**config.mk**
```make
export PLATFORM = sky130hd
export DESIGN_NAME = ser_out_port
export DESIGN_NICKNAME = d
export VERILOG_FILES = /design/src/rtl/ser_out_pkg.sv /design/src/rtl/sp_sync_edge.sv /design/src/rtl/sp_frame_timer.sv /design/src/rtl/sp_shift_reg.sv /design/src/rtl/ser_out_port.sv
export SDC_FILE = /design/constraint.sdc
export NUM_CORES = 1
export LEC_CHECK = 0
export ABC_AREA = 0
export BUFFER_PORTS_ARGS = -buffer_cell sky130_fd_sc_hd__buf_2
export CORE_MARGIN = 1
export CORE_UTILIZATION = 50
export DETAILED_ROUTE_END_ITERATION = 12
export PLACE_DENSITY = 0.78
export REMOVE_ABC_BUFFERS = 1
export SETUP_SLACK_MARGIN = 0.3
export SLEW_MARGIN = 10
export SYNTH_ARGS = -nofsm -noshare
export SYNTH_HDL_FRONTEND = slang
export SYNTH_SLANG_ARGS = --single-unit
```
**constraint.sdc**
```tcl
create_clock -name clk -period 5.1 [get_ports clk]
set_input_delay 1.02 -clock clk [delete_from_list [all_inputs] [get_ports clk]]
set_output_delay 1.02 -clock clk [all_outputs]
set_load 0.02 [all_outputs]
```
**src/rtl/ser_out_pkg.sv**
```systemverilog
package ser_out_pkg;

    // Control state kept by the top-level sequencer.
    typedef struct packed {
        logic drdy;    // ready flag, high = no fresh data / gap
        logic cs_rec;  // select recognized for the current word
    } ctl_t;

    localparam logic DRDY_IDLE = 1'b1;

endpackage

```
**src/rtl/sp_sync_edge.sv**
```systemverilog
module sp_sync_edge #(
    parameter int   STAGES  = 2,
    parameter logic RST_VAL = 1'b0
) (
    input  logic clk,
    input  logic rst_n,
    input  logic din,
    output logic dout,
    output logic fall
);

    logic [STAGES-1:0] chain_d, chain_q;
    logic              last_d, last_q;

    assign chain_d[0] = din;
    for (genvar i = 1; i < STAGES; i++) begin : g_chain
        assign chain_d[i] = chain_q[i-1];
    end

    always_comb begin
        last_d = chain_q[STAGES-1];
    end

    always_ff @(posedge clk) begin
        if (!rst_n) begin
            chain_q <= {STAGES{RST_VAL}};
            last_q  <= RST_VAL;
        end else begin
            chain_q <= chain_d;
            last_q  <= last_d;
        end
    end

    assign dout = chain_q[STAGES-1];
    assign fall = last_q & ~dout;

    AST_FALL_ONESHOT: assert property (@(posedge clk) disable iff (!rst_n)
        fall |=> !fall);

endmodule

```
**src/rtl/sp_frame_timer.sv**
```systemverilog
module sp_frame_timer #(
    parameter int FRAME_LEN = 1024,
    parameter int GAP_LEN   = 4
) (
    input  logic clk,
    input  logic rst_n,
    output logic wrap,
    output logic gap_pt
);

    localparam int CNT_W = $clog2(FRAME_LEN);
    localparam logic [CNT_W-1:0] LAST_CNT = CNT_W'(FRAME_LEN - 1);
    localparam logic [CNT_W-1:0] GAP_CNT  = CNT_W'(FRAME_LEN - GAP_LEN - 1);

    logic [CNT_W-1:0] cnt_d, cnt_q;

    always_comb begin
        if (cnt_q == LAST_CNT) cnt_d = '0;
        else                   cnt_d = cnt_q + 1'b1;
    end

    always_ff @(posedge clk) begin
        if (!rst_n) cnt_q <= LAST_CNT;  // first edge after reset reloads
        else        cnt_q <= cnt_d;
    end

    assign wrap   = (cnt_q == LAST_CNT);
    assign gap_pt = (cnt_q == GAP_CNT);

    AST_CNT_RANGE: assert property (@(posedge clk) disable iff (!rst_n)
        cnt_q <= LAST_CNT);

endmodule

```
**src/rtl/sp_shift_reg.sv**
```systemverilog
module sp_shift_reg #(
    parameter int WORD_W = 16
) (
    input  logic              clk,
    input  logic              rst_n,
    input  logic              load,
    input  logic [WORD_W-1:0] load_word,
    input  logic              shift,
    output logic              msb,
    output logic              last_bit
);

    localparam int LEFT_W = $clog2(WORD_W + 1);

    typedef struct packed {
        logic [WORD_W-1:0] sr;
        logic [LEFT_W-1:0] left;
    } sr_t;

    sr_t st_d, st_q;

    always_comb begin
        st_d = st_q;
        if (load) begin
            st_d.sr   = load_word;
            st_d.left = LEFT_W'(WORD_W);
        end else if (shift && st_q.left != '0) begin
            st_d.sr   = {st_q.sr[WORD_W-2:0], 1'b0};
            st_d.left = st_q.left - 1'b1;
        end
    end

    always_ff @(posedge clk) begin
        if (!rst_n) st_q <= '0;
        else        st_q <= st_d;
    end

    assign msb      = st_q.sr[WORD_W-1];
    assign last_bit = (st_q.left == LEFT_W'(1));

    AST_HOLD_STABLE: assert property (@(posedge clk) disable iff (!rst_n)
        (!load && !shift) |=> $stable(st_q.sr));
    AST_BIT_DEC: assert property (@(posedge clk) disable iff (!rst_n)
        (shift && !load && st_q.left != '0) |=> (st_q.left == $past(st_q.left) - 1'b1));

endmodule

```
**src/rtl/ser_out_port.sv**
```systemverilog
module ser_out_port
    import ser_out_pkg::*;
#(
    parameter int WORD_W      = 16,
    parameter int FRAME_LEN   = 1024,
    parameter int GAP_LEN     = 4,
    parameter int SYNC_STAGES = 2
) (
    input  logic              clk,
    input  logic              rst_n,
    input  logic              sclk_in,
    input  logic              cs_n,
    input  logic [WORD_W-1:0] word_in,
    input  logic              word_stb,
    output logic              sdata,
    output logic              sdata_oe,
    output logic              drdy
);

    logic cs_sync, cs_fall_unused;
    logic sclk_sync, sclk_fall;
    logic wrap, gap_pt;
    logic msb, last_bit;
    logic load, shift, cs_act;
    logic [WORD_W-1:0] stage_d, stage_q, load_word;
    ctl_t ctl_d, ctl_q;

    sp_sync_edge #(.STAGES(SYNC_STAGES), .RST_VAL(1'b1)) u_cs_sync (
        .clk(clk), .rst_n(rst_n), .din(cs_n), .dout(cs_sync), .fall(cs_fall_unused)
    );

    sp_sync_edge #(.STAGES(SYNC_STAGES), .RST_VAL(1'b0)) u_sclk_sync (
        .clk(clk), .rst_n(rst_n), .din(sclk_in), .dout(sclk_sync), .fall(sclk_fall)
    );

    sp_frame_timer #(.FRAME_LEN(FRAME_LEN), .GAP_LEN(GAP_LEN)) u_timer (
        .clk(clk), .rst_n(rst_n), .wrap(wrap), .gap_pt(gap_pt)
    );

    sp_shift_reg #(.WORD_W(WORD_W)) u_sr (
        .clk(clk), .rst_n(rst_n), .load(load), .load_word(load_word),
        .shift(shift), .msb(msb), .last_bit(last_bit)
    );

    assign cs_act = ~cs_sync;

    always_comb begin
        // staging register with same-cycle bypass
        stage_d   = word_stb ? word_in : stage_q;
        load_word = stage_d;

        // reload only once the ready flag is up (gap taken or word drained)
        load  = wrap & ctl_q.drdy;
        shift = sclk_fall & ctl_q.cs_rec & ~ctl_q.drdy;

        ctl_d = ctl_q;
        if (load) begin
            ctl_d.drdy = 1'b0;
        end else if (shift && last_bit) begin
            ctl_d.drdy = 1'b1;
        end else if (gap_pt && !ctl_q.cs_rec) begin
            ctl_d.drdy = 1'b1;
        end
        ctl_d.cs_rec = cs_act & ~ctl_q.drdy & ~(shift & last_bit);
    end

    always_ff @(posedge clk) begin
        if (!rst_n) begin
            ctl_q.drdy   <= DRDY_IDLE;
            ctl_q.cs_rec <= 1'b0;
            stage_q      <= '0;
        end else begin
            ctl_q   <= ctl_d;
            stage_q <= stage_d;
        end
    end

    assign drdy     = ctl_q.drdy;
    assign sdata_oe = ctl_q.cs_rec & ~ctl_q.drdy;
    assign sdata    = sdata_oe & msb;

    AST_OE_ONLY_DRDY_LOW: assert property (@(posedge clk) disable iff (!rst_n)
        sdata_oe |-> !drdy);
    AST_DRDY_FALL_AT_WRAP: assert property (@(posedge clk) disable iff (!rst_n)
        $fell(drdy) |-> $past(wrap));
    AST_CS_RELEASE_FLOAT: assert property (@(posedge clk) disable iff (!rst_n)
        !cs_act |=> !sdata_oe);
    AST_NO_SHIFT_UNSELECTED: assert property (@(posedge clk) disable iff (!rst_n)
        (sclk_fall && !ctl_q.cs_rec && !wrap) |=> $stable(sdata));

endmodule

```
After elaboration in Yosys (flattened, before gate mapping)
Cells that the tools add are included.
- bits in registers: 54
- bits in latches: 0
- RAM bits: 0
- ROM bits: 0
- bits of input ports: 21
- output and inout port bits: 3
- memories: 0
- add/subtract/negate cells: 2
- multipliers: 0
- divide/modulo/power cells: 0
- magnitude comparators: 0
- eq/ne operators: 3
- shift operators: 0
- muxes and demuxes: 7
- bitwise gates (word level): 14
- reduce and logical (&&, ||, !) cells: 8
- operator list (kind ; count):
    2-to-1 mux 21 bit ; 2
    == test 10 bit (second input constant) ; 2
    2-to-1 mux 16 bit ; 1
    adder 10 x 1 -> 10 bit (second input constant) ; 1
    2-to-1 mux 10 bit ; 1
    AND 1 bit ; 9
    == test 5 x 1 -> 1 bit (second input constant) ; 1
    NOT 1 bit ; 5
    nonzero test 5 bit ; 1
    subtractor 5 x 1 -> 5 bit (second input constant) ; 1
    logical AND 1 bit ; 3
    2-to-1 mux 1 bit ; 3
    nonzero test 3 bit ; 1
    nonzero test 2 bit ; 1
    OR reduction 2 bit ; 1
    zero test 1 bit ; 1

Depth between registers and ports, before layout
Gate-level depths: netlist of run 1.
- depth in word-level cells: 7
- gate-level depth with buffers: 8
- gate-level depth less buffers: 6

Hierarchy
Synthesis of run 1 repeated with hierarchy kept, for this count alone.
- cells, all modules: 250
- area, all modules: 2498.6 um^2
- modules (own cells, without submodules) (module ; instances ; cells an instance ; area each (um^2) ; seq. area each (um^2)):
    sp_shift_reg ; 1 ; 120 ; 1088.5 ; 420.4
    ser_out_port ; 1 ; 63 ; 777.0 ; 360.3
    sp_frame_timer ; 1 ; 53 ; 459.2 ; 200.2
    sp_sync_edge at u_sclk_sync ; 1 ; 7 ; 88.8 ; 60.1
    sp_sync_edge at u_cs_sync ; 1 ; 7 ; 85.1 ; 60.1

Least setup slack after synthesis of run 1
No wires, ideal clock.
- path type: input-to-reg
- start point: in word_stb
- end point: reg u_sr.st_q[10] (netlist bit)
- setup time: 0.136 ns
- arrival: 2.088 ns
- required time: 4.964 ns
- path slack: 2.876 ns
- cell stages on the path: 5
- buffers on the path: 2
- cells stage by stage: buf_2 > buf_1 > mux2_2 > o21ai_0 > a31oi_1
- longest elaborated chain between the ends: 2
- RTL lines (what ; line ; RTL):
    from (decl) ; ser_out_port.sv:14 ; input logic word_stb,
    2-to-1 mux 16 bit ; ser_out_port.sv:49 ; stage_d = word_stb ? word_in : stage_q;
    2-to-1 mux 21 bit ; sp_shift_reg.sv:24 ; if (load) begin
    to (signal assigned) ; sp_shift_reg.sv:35 ; else st_q <= st_d;
    to (decl) ; sp_shift_reg.sv:20 ; sr_t st_d, st_q;
Every way passes these cells.
A chain may end at the register's enable or synchronous reset.

Worst setup path in the final report of run 1
- start point: reg drdy (netlist name)
- end point: out sdata
- longest elaborated chain between the ends: 3
- RTL lines (what ; line ; RTL):
    NOT 1 bit ; ser_out_port.sv:79 ; assign sdata_oe = ctl_q.cs_rec & ~ctl_q.drdy;
    AND 1 bit ; ser_out_port.sv:79 ;
    AND 1 bit ; ser_out_port.sv:80 ; assign sdata = sdata_oe & msb;
    to (decl) ; ser_out_port.sv:15 ; output logic sdata,
Every way passes these cells.

==> results of run 1 <==
power by group:
part,switching [uW],internal [uW],total [uW],leakage (uW)
sequential,63.5,518,581,0.000444
clock,137,109,246,0.0000472
combinational,154,124,278,0.000462
total,354,751,1110,0.000953
per-stage QoR:
stage | utilization (%) | setup WS (ps) | hold slack [ps]
3_3_place_gp | 56.5 | 2890 | 396
6_report | 58.8 | 2860 | 398
2_1_floorplan | - | 3010 | 373
4_1_cts | 58.8 | 2850 | 403
5_1_grt | 58.8 | 2640 | 425
3_5_place_dp | 56.5 | 2880 | 391
Yosys cell counts (4+ instances only):
cell / count / share of area [%]
nand3_1: 5 / 1.1
nand2_1: 36 / 6.0
dfxtp_1: 54 / 48
xor2_1: 6 / 2.3
o21ai_0: 23 / 5.1
nor2_1: 7 / 1.2
nand4_1: 4 / 1.1
and2_1: 20 / 5.6
inv_1: 6 / 1.0
clkbuf_1: 7 / 1.2
mux2_2: 14 / 7.0
ha_1: 5 / 2.8
a31oi_1: 17 / 4.7
area by class of cell:
type	instances	share of cell area, %
clock inverters	2	0.514
multi-input cells	164	43.5
repair buffers	23	4.73
inverters	6	0.925
well taps	50	2.57
flip-flops and latches	54	44.4
clock buffers	6	3.39
metal layers:
layer | share of wire, % | track usage (%)
met3 | 3.3 | 3.95
met2 | 46 | 30.2
met4 | 2.6 | 11.5
met1 | 48 | 24.5
met5 | 0 | 0
kinds of logic (layout without fill, tap and decap cells):
| kind of cell | count (synthesis) | after routing | share of synthesized area, % |
|---|---|---|---|
| XOR/XNOR | 9 | 9 | 3.52 |
| buffers and inverters | 20 | 37 | 4.52 |
| adder cells (fa/ha/maj) | 5 | 5 | 2.79 |
| flip-flops | 54 | 54 | 48.2 |
| AND/OR/NAND/NOR | 87 | 87 | 20.3 |
| multiplexers | 16 | 16 | 7.93 |
| AO/OA/AOI/OAI | 47 | 47 | 12.7 |
path summary, 6_finish.rpt:
check	startpoint	endpoint	slack, ps	depth (start not counted)
max reg2reg	u_timer.cnt_q[0]$_SDFF_PN1_	u_sr.st_q[5]$_SDFFE_PN0P_	2920	4
min reg2reg	u_cs_sync.chain_q[1]$_SDFF_PN1_	ctl_q[0]$_SDFF_PN0_	400	1
min	u_cs_sync.chain_q[1]$_SDFF_PN1_	ctl_q[0]$_SDFF_PN0_	400	1
max	drdy$_SDFFE_PN1P_	sdata	2860	3
critical path: stages, from the launching register on:
cell,delay [ps]
dfxtp_1,390
nor2b_1,220
and2_1,150
buf_2,150
registers in the layout, indices dropped and copies added (netlist names):
name,cells
ctl_q,1
u_timer.cnt_q,10
drdy,1
stage_q,16
u_sr.st_q,20
u_sclk_sync.last_q,1
u_cs_sync.chain_q,2
u_sr.msb,1
u_sclk_sync.chain_q,2
==> qor.csv, run 1 <==
metric,value,unit
synth_cell_types,38,
cts_resized,0,
nFillCells,379,
cp-end-kind,output pin,
final.setup.tns,0,ps
slew_viol_final,0,
area_growth,8.65,%
fin_skew,12.1,ps
grt_usage,19.4,%
post-cts-setup-buffers,0,
setup_viol,0,
dp_hpwl,2580,um
drt_first_pass_iters,4,
path_class,flop to output pin,
vdd_drop_max,0.231,mV
final_common_cell,dfxtp_1,
yosys_warnings,0,
start_util,54.1,%
finalCritPeriodShare,44.0,%
insertion_delay,310,ps
clockBufferDepth,2,
design_area,2430,um2
grt_max_degree,48,
die_h,68.9,um
drtIter0Drc,99,
leakagePower,0.000953,uW
min_period,2240,ps
finalHoldViolations,0,
cts_tree,done,
synth-async-reset-ratio,0,%
clk_pin_slew_worst_paths,90,ps
hold_path_class,flop to flop,
holdBufCountCts,0,
synth_top_flop_cell,dfxtp_1,
io_pins,24,
multi_input_area,1060,um2
arrival,1220,ps
grt_overflow,0,
startpoint_type,flop,
worstMarginPinSlew,789,ps
drc,0,
stdcell_count,305,
drv_cap,0,
ant_nets,0,
layout_common_cells,"dfxtp_1, nand2_1, o21ai_0, buf_2, and2_1",
max_freq,0.446,GHz
dieArea,4750,um2
syn-cell-area,2240,um2
cts.htree.levels,2,
wl_per_cell,13.0,um
gp_congestion,0.704,
dp_cells,297,
synth_area_per_cell,9.42,um2
relSlewSlack,47.3,%
drive_gt1_share,19.2,%
p_per_area,454,nW/um2
num_vias,1652,
antenna_cells,0,
rsz0062_at_grt,false,
nets,280,
grt_pass1_vias,1513,
cts_buffers,5,
synth-edff-count,0,
placed_cell_area,2340,um2
vias_per_cell,5.42,
row_count,23,
synthCells,238,
status,"complete, no violations",
portBuffers,23,
drt_wl_total,3950,um
p_total,1110,uW
core-area,4140,um2
numClockSinks,54,
ys_ff_latch,54,
required,4080,ps
synth_seq_area_share,48.2,%
regArea,1080,um2
grt_pass1_wl,6710,um
die_w,68.9,um
grt_antenna_before_repair,0,
path_max_fanout,7,
clockRootBuffer,clkbuf_8,
Power figures use the tool's default switching activity.
==> run 2, diff against run 1 <==
--- a/config.mk
+++ b/config.mk
@@ -10,7 +10,7 @@
 export CORE_MARGIN = 1
 export CORE_UTILIZATION = 50
 export DETAILED_ROUTE_END_ITERATION = 12
-export PLACE_DENSITY = 0.78
+export PLACE_DENSITY = 0.8
 export REMOVE_ABC_BUFFERS = 1
 export SETUP_SLACK_MARGIN = 0.3
 export SLEW_MARGIN = 10
==> constraint.sdc (replaced) <==
create_clock -name clk -period 1.98 [get_ports clk]
set_input_delay 0.396 -clock clk [delete_from_list [all_inputs] [get_ports clk]]
set_output_delay 0.396 -clock clk [all_outputs]
set_load 0.02 [all_outputs]
==> run 2 against run 1 <==
Against the previous run:
- sequential share of layout area decreased by 1.6 points
- sequential power rose to 2.6 times the previous value
- cell count is 2.6% higher
- clock power grew to 2.7 times the previous value
- register-to-register slack got worse by 2500 ps
- routed wire length grew 11%
- flip-flop and latch count unchanged
- first-iteration DRC count up 2.0%
- critical endpoint is now u_sr.st_q[0]$_SDFFE_PP0N_
==> qor.csv, run 2 (synthesis results as in run 1) <==
metric,value,unit
r2r_start,u_sr.st_q[0]$_SDFFE_PP0N_,
max_stage_delay,510,ps
wl_per_cell,14.1,um
path_cells,inv_4 -> ha_4 -> or4b_4 -> and2_4 -> xnor2_1 -> nor2_1,
clockBufferDepth,2,
clk_pin_slew_worst_paths,90,ps
path_depth,6,
drt_first_pass_iters,4,
finalHoldViolations,0,
nets,288,
min_from,cs_n,
antenna_cells,0,
insertion_delay,320,ps
required,2190,ps
arrival,1810,ps
worstMarginPinSlew,382,ps
hold_path_class,input pin to flop,
core-area,4140,um2
row_count,23,
num_vias,1725,
startpoint_type,flop,
rsz0062_at_grt,false,
path_class,flop to flop,
leakagePower,0.00102,uW
io_pins,24,
grt_usage,20.4,%
grt_max_degree,27,
stdcell_count,313,
die_h,68.9,um
drtIter0Drc,101,
dieArea,4750,um2
holdBufCountCts,0,
gp_congestion,0.815,
grt_antenna_before_repair,0,
final.setup.tns,0,ps
cts.htree.levels,2,
cts_tree,done,
path_buf_inv,1,
min_path_cells,2,
top_register,u_sr.st_q,
p_total,2970,uW
crit_family,simple AND/OR/NAND/NOR gates,
drv_cap,0,
path_max_fanout,9,
setup_viol,0,
slew_viol_final,0,
cts_buffers,5,
relSlewSlack,74.5,%
p_per_area,1170,nW/um2
hold_path_end,u_cs_sync.chain_q[0]$_SDFF_PN1_,
r2r_setup_slack,380,ps
layout_common_cells,"dfxtp_1, nand2_1, o21ai_0, buf_2, and2_1",
min_period,1600,ps
largest_reg_flops,20,
fin_skew,5.95,ps
dp_cells,303,
ant_nets,0,
reg2reg_to,u_sr.st_q[0]$_SDFFE_PP0N_,
grt_overflow,0,
drc,0,
top_regs,"u_sr.st_q x20, stage_q x16, u_timer.cnt_q x10",
max_freq,0.624,GHz
portBuffers,23,
vias_per_cell,5.51,
start_util,54.1,%
cp-end-kind,flop,
finalCritPeriodShare,81.0,%
status,"complete, no violations",
vdd_drop_max,0.572,mV
crit_slowest_cell,or4b_4,
area_growth,13.3,%
numClockSinks,54,
grt_pass1_wl,6800,um
post-cts-setup-buffers,0,
grt_pass1_vias,1499,
die_w,68.9,um
drt_wl_total,4410,um
clockRootBuffer,clkbuf_8,
nFillCells,343,
dp_hpwl,2870,um
final_common_cell,dfxtp_1,
worst-r2r-cell-count,6,
drive_gt1_share,24.3,%
-- run 2: worst reg2reg max path, cell delays in order (launching register included) --
cell,delay (ps)
dfxtp_4,370
inv_4,70
ha_4,120
or4b_4,510
and2_4,230
xnor2_1,140
nor2_1,60
-- run 2: worst max path at each step --
stage                           startpoint                          to  slack, ps
4_1_cts          u_sr.st_q[0]$_SDFFE_PP0N_  u_sr.st_q[15]$_SDFFE_PN0P_        310
6_report         u_sr.st_q[0]$_SDFFE_PP0N_   u_sr.st_q[0]$_SDFFE_PP0N_        380
3_3_place_gp     u_sr.st_q[0]$_SDFFE_PP0N_  u_sr.st_q[19]$_SDFFE_PN0P_        400
5_1_grt          u_sr.st_q[1]$_SDFFE_PP0N_  u_sr.st_q[15]$_SDFFE_PN0P_        300
2_1_floorplan  u_timer.cnt_q[0]$_SDFF_PN1_   u_sr.st_q[5]$_SDFFE_PN0P_        300
3_5_place_dp     u_sr.st_q[0]$_SDFFE_PP0N_   u_sr.st_q[7]$_SDFFE_PN0P_        310
-- run 2: cell type report --
class                      instances  area (um2)  share of cell area (%)
sequential                        54        1090                    42.8
multi-input combinational        165        1090                    42.9
clock inverter                     1        8.76                   0.345
tap                               50        62.6                    2.46
inverter                           6        25.0                   0.985
clock buffer                       7        96.3                    3.79
timing repair buffer              30         171                    6.75
-- run 2: through the flow --
step                      hold slack, ps  setup slack, ps  util (%)  cell area, um2
final                                257              377      61.3            2540
after detailed placement             389              310      57.5            2380
after global placement               377              398      57.5            2380
after global routing                 256              304      61.3            2540
after floorplan                      373              299         -            2160
after CTS                            250              307      60.2            2490
-- run 2: power by group --
| part | switching, uW | total [uW] | internal, uW |
|---|---|---|---|
| Combinational | 428 | 787 | 359 |
| Sequential | 177 | 1510 | 1330 |
| Clock | 353 | 674 | 321 |
| Total | 959 | 2970 | 2010 |
-- run 2: per-layer routing --
| layer | wire [um] | up-vias | global-route usage (%) |
|---|---|---|---|
| met4 | 121 | 0 | 12.2 |
| li1 | - | 867 | - |
| met5 | 0 | - | 0 |
| met3 | 179 | 9 | 6.74 |
| met1 | 2070 | 821 | 25.8 |
| met2 | 2030 | 28 | 29.7 |
-- run 2: what timing repair did --
item                                    4_1_cts  5_1_grt
cloned                                        0        2
pin swaps                                     0        4
resized for setup                             1       14
endpoints found under the setup margin        2       19
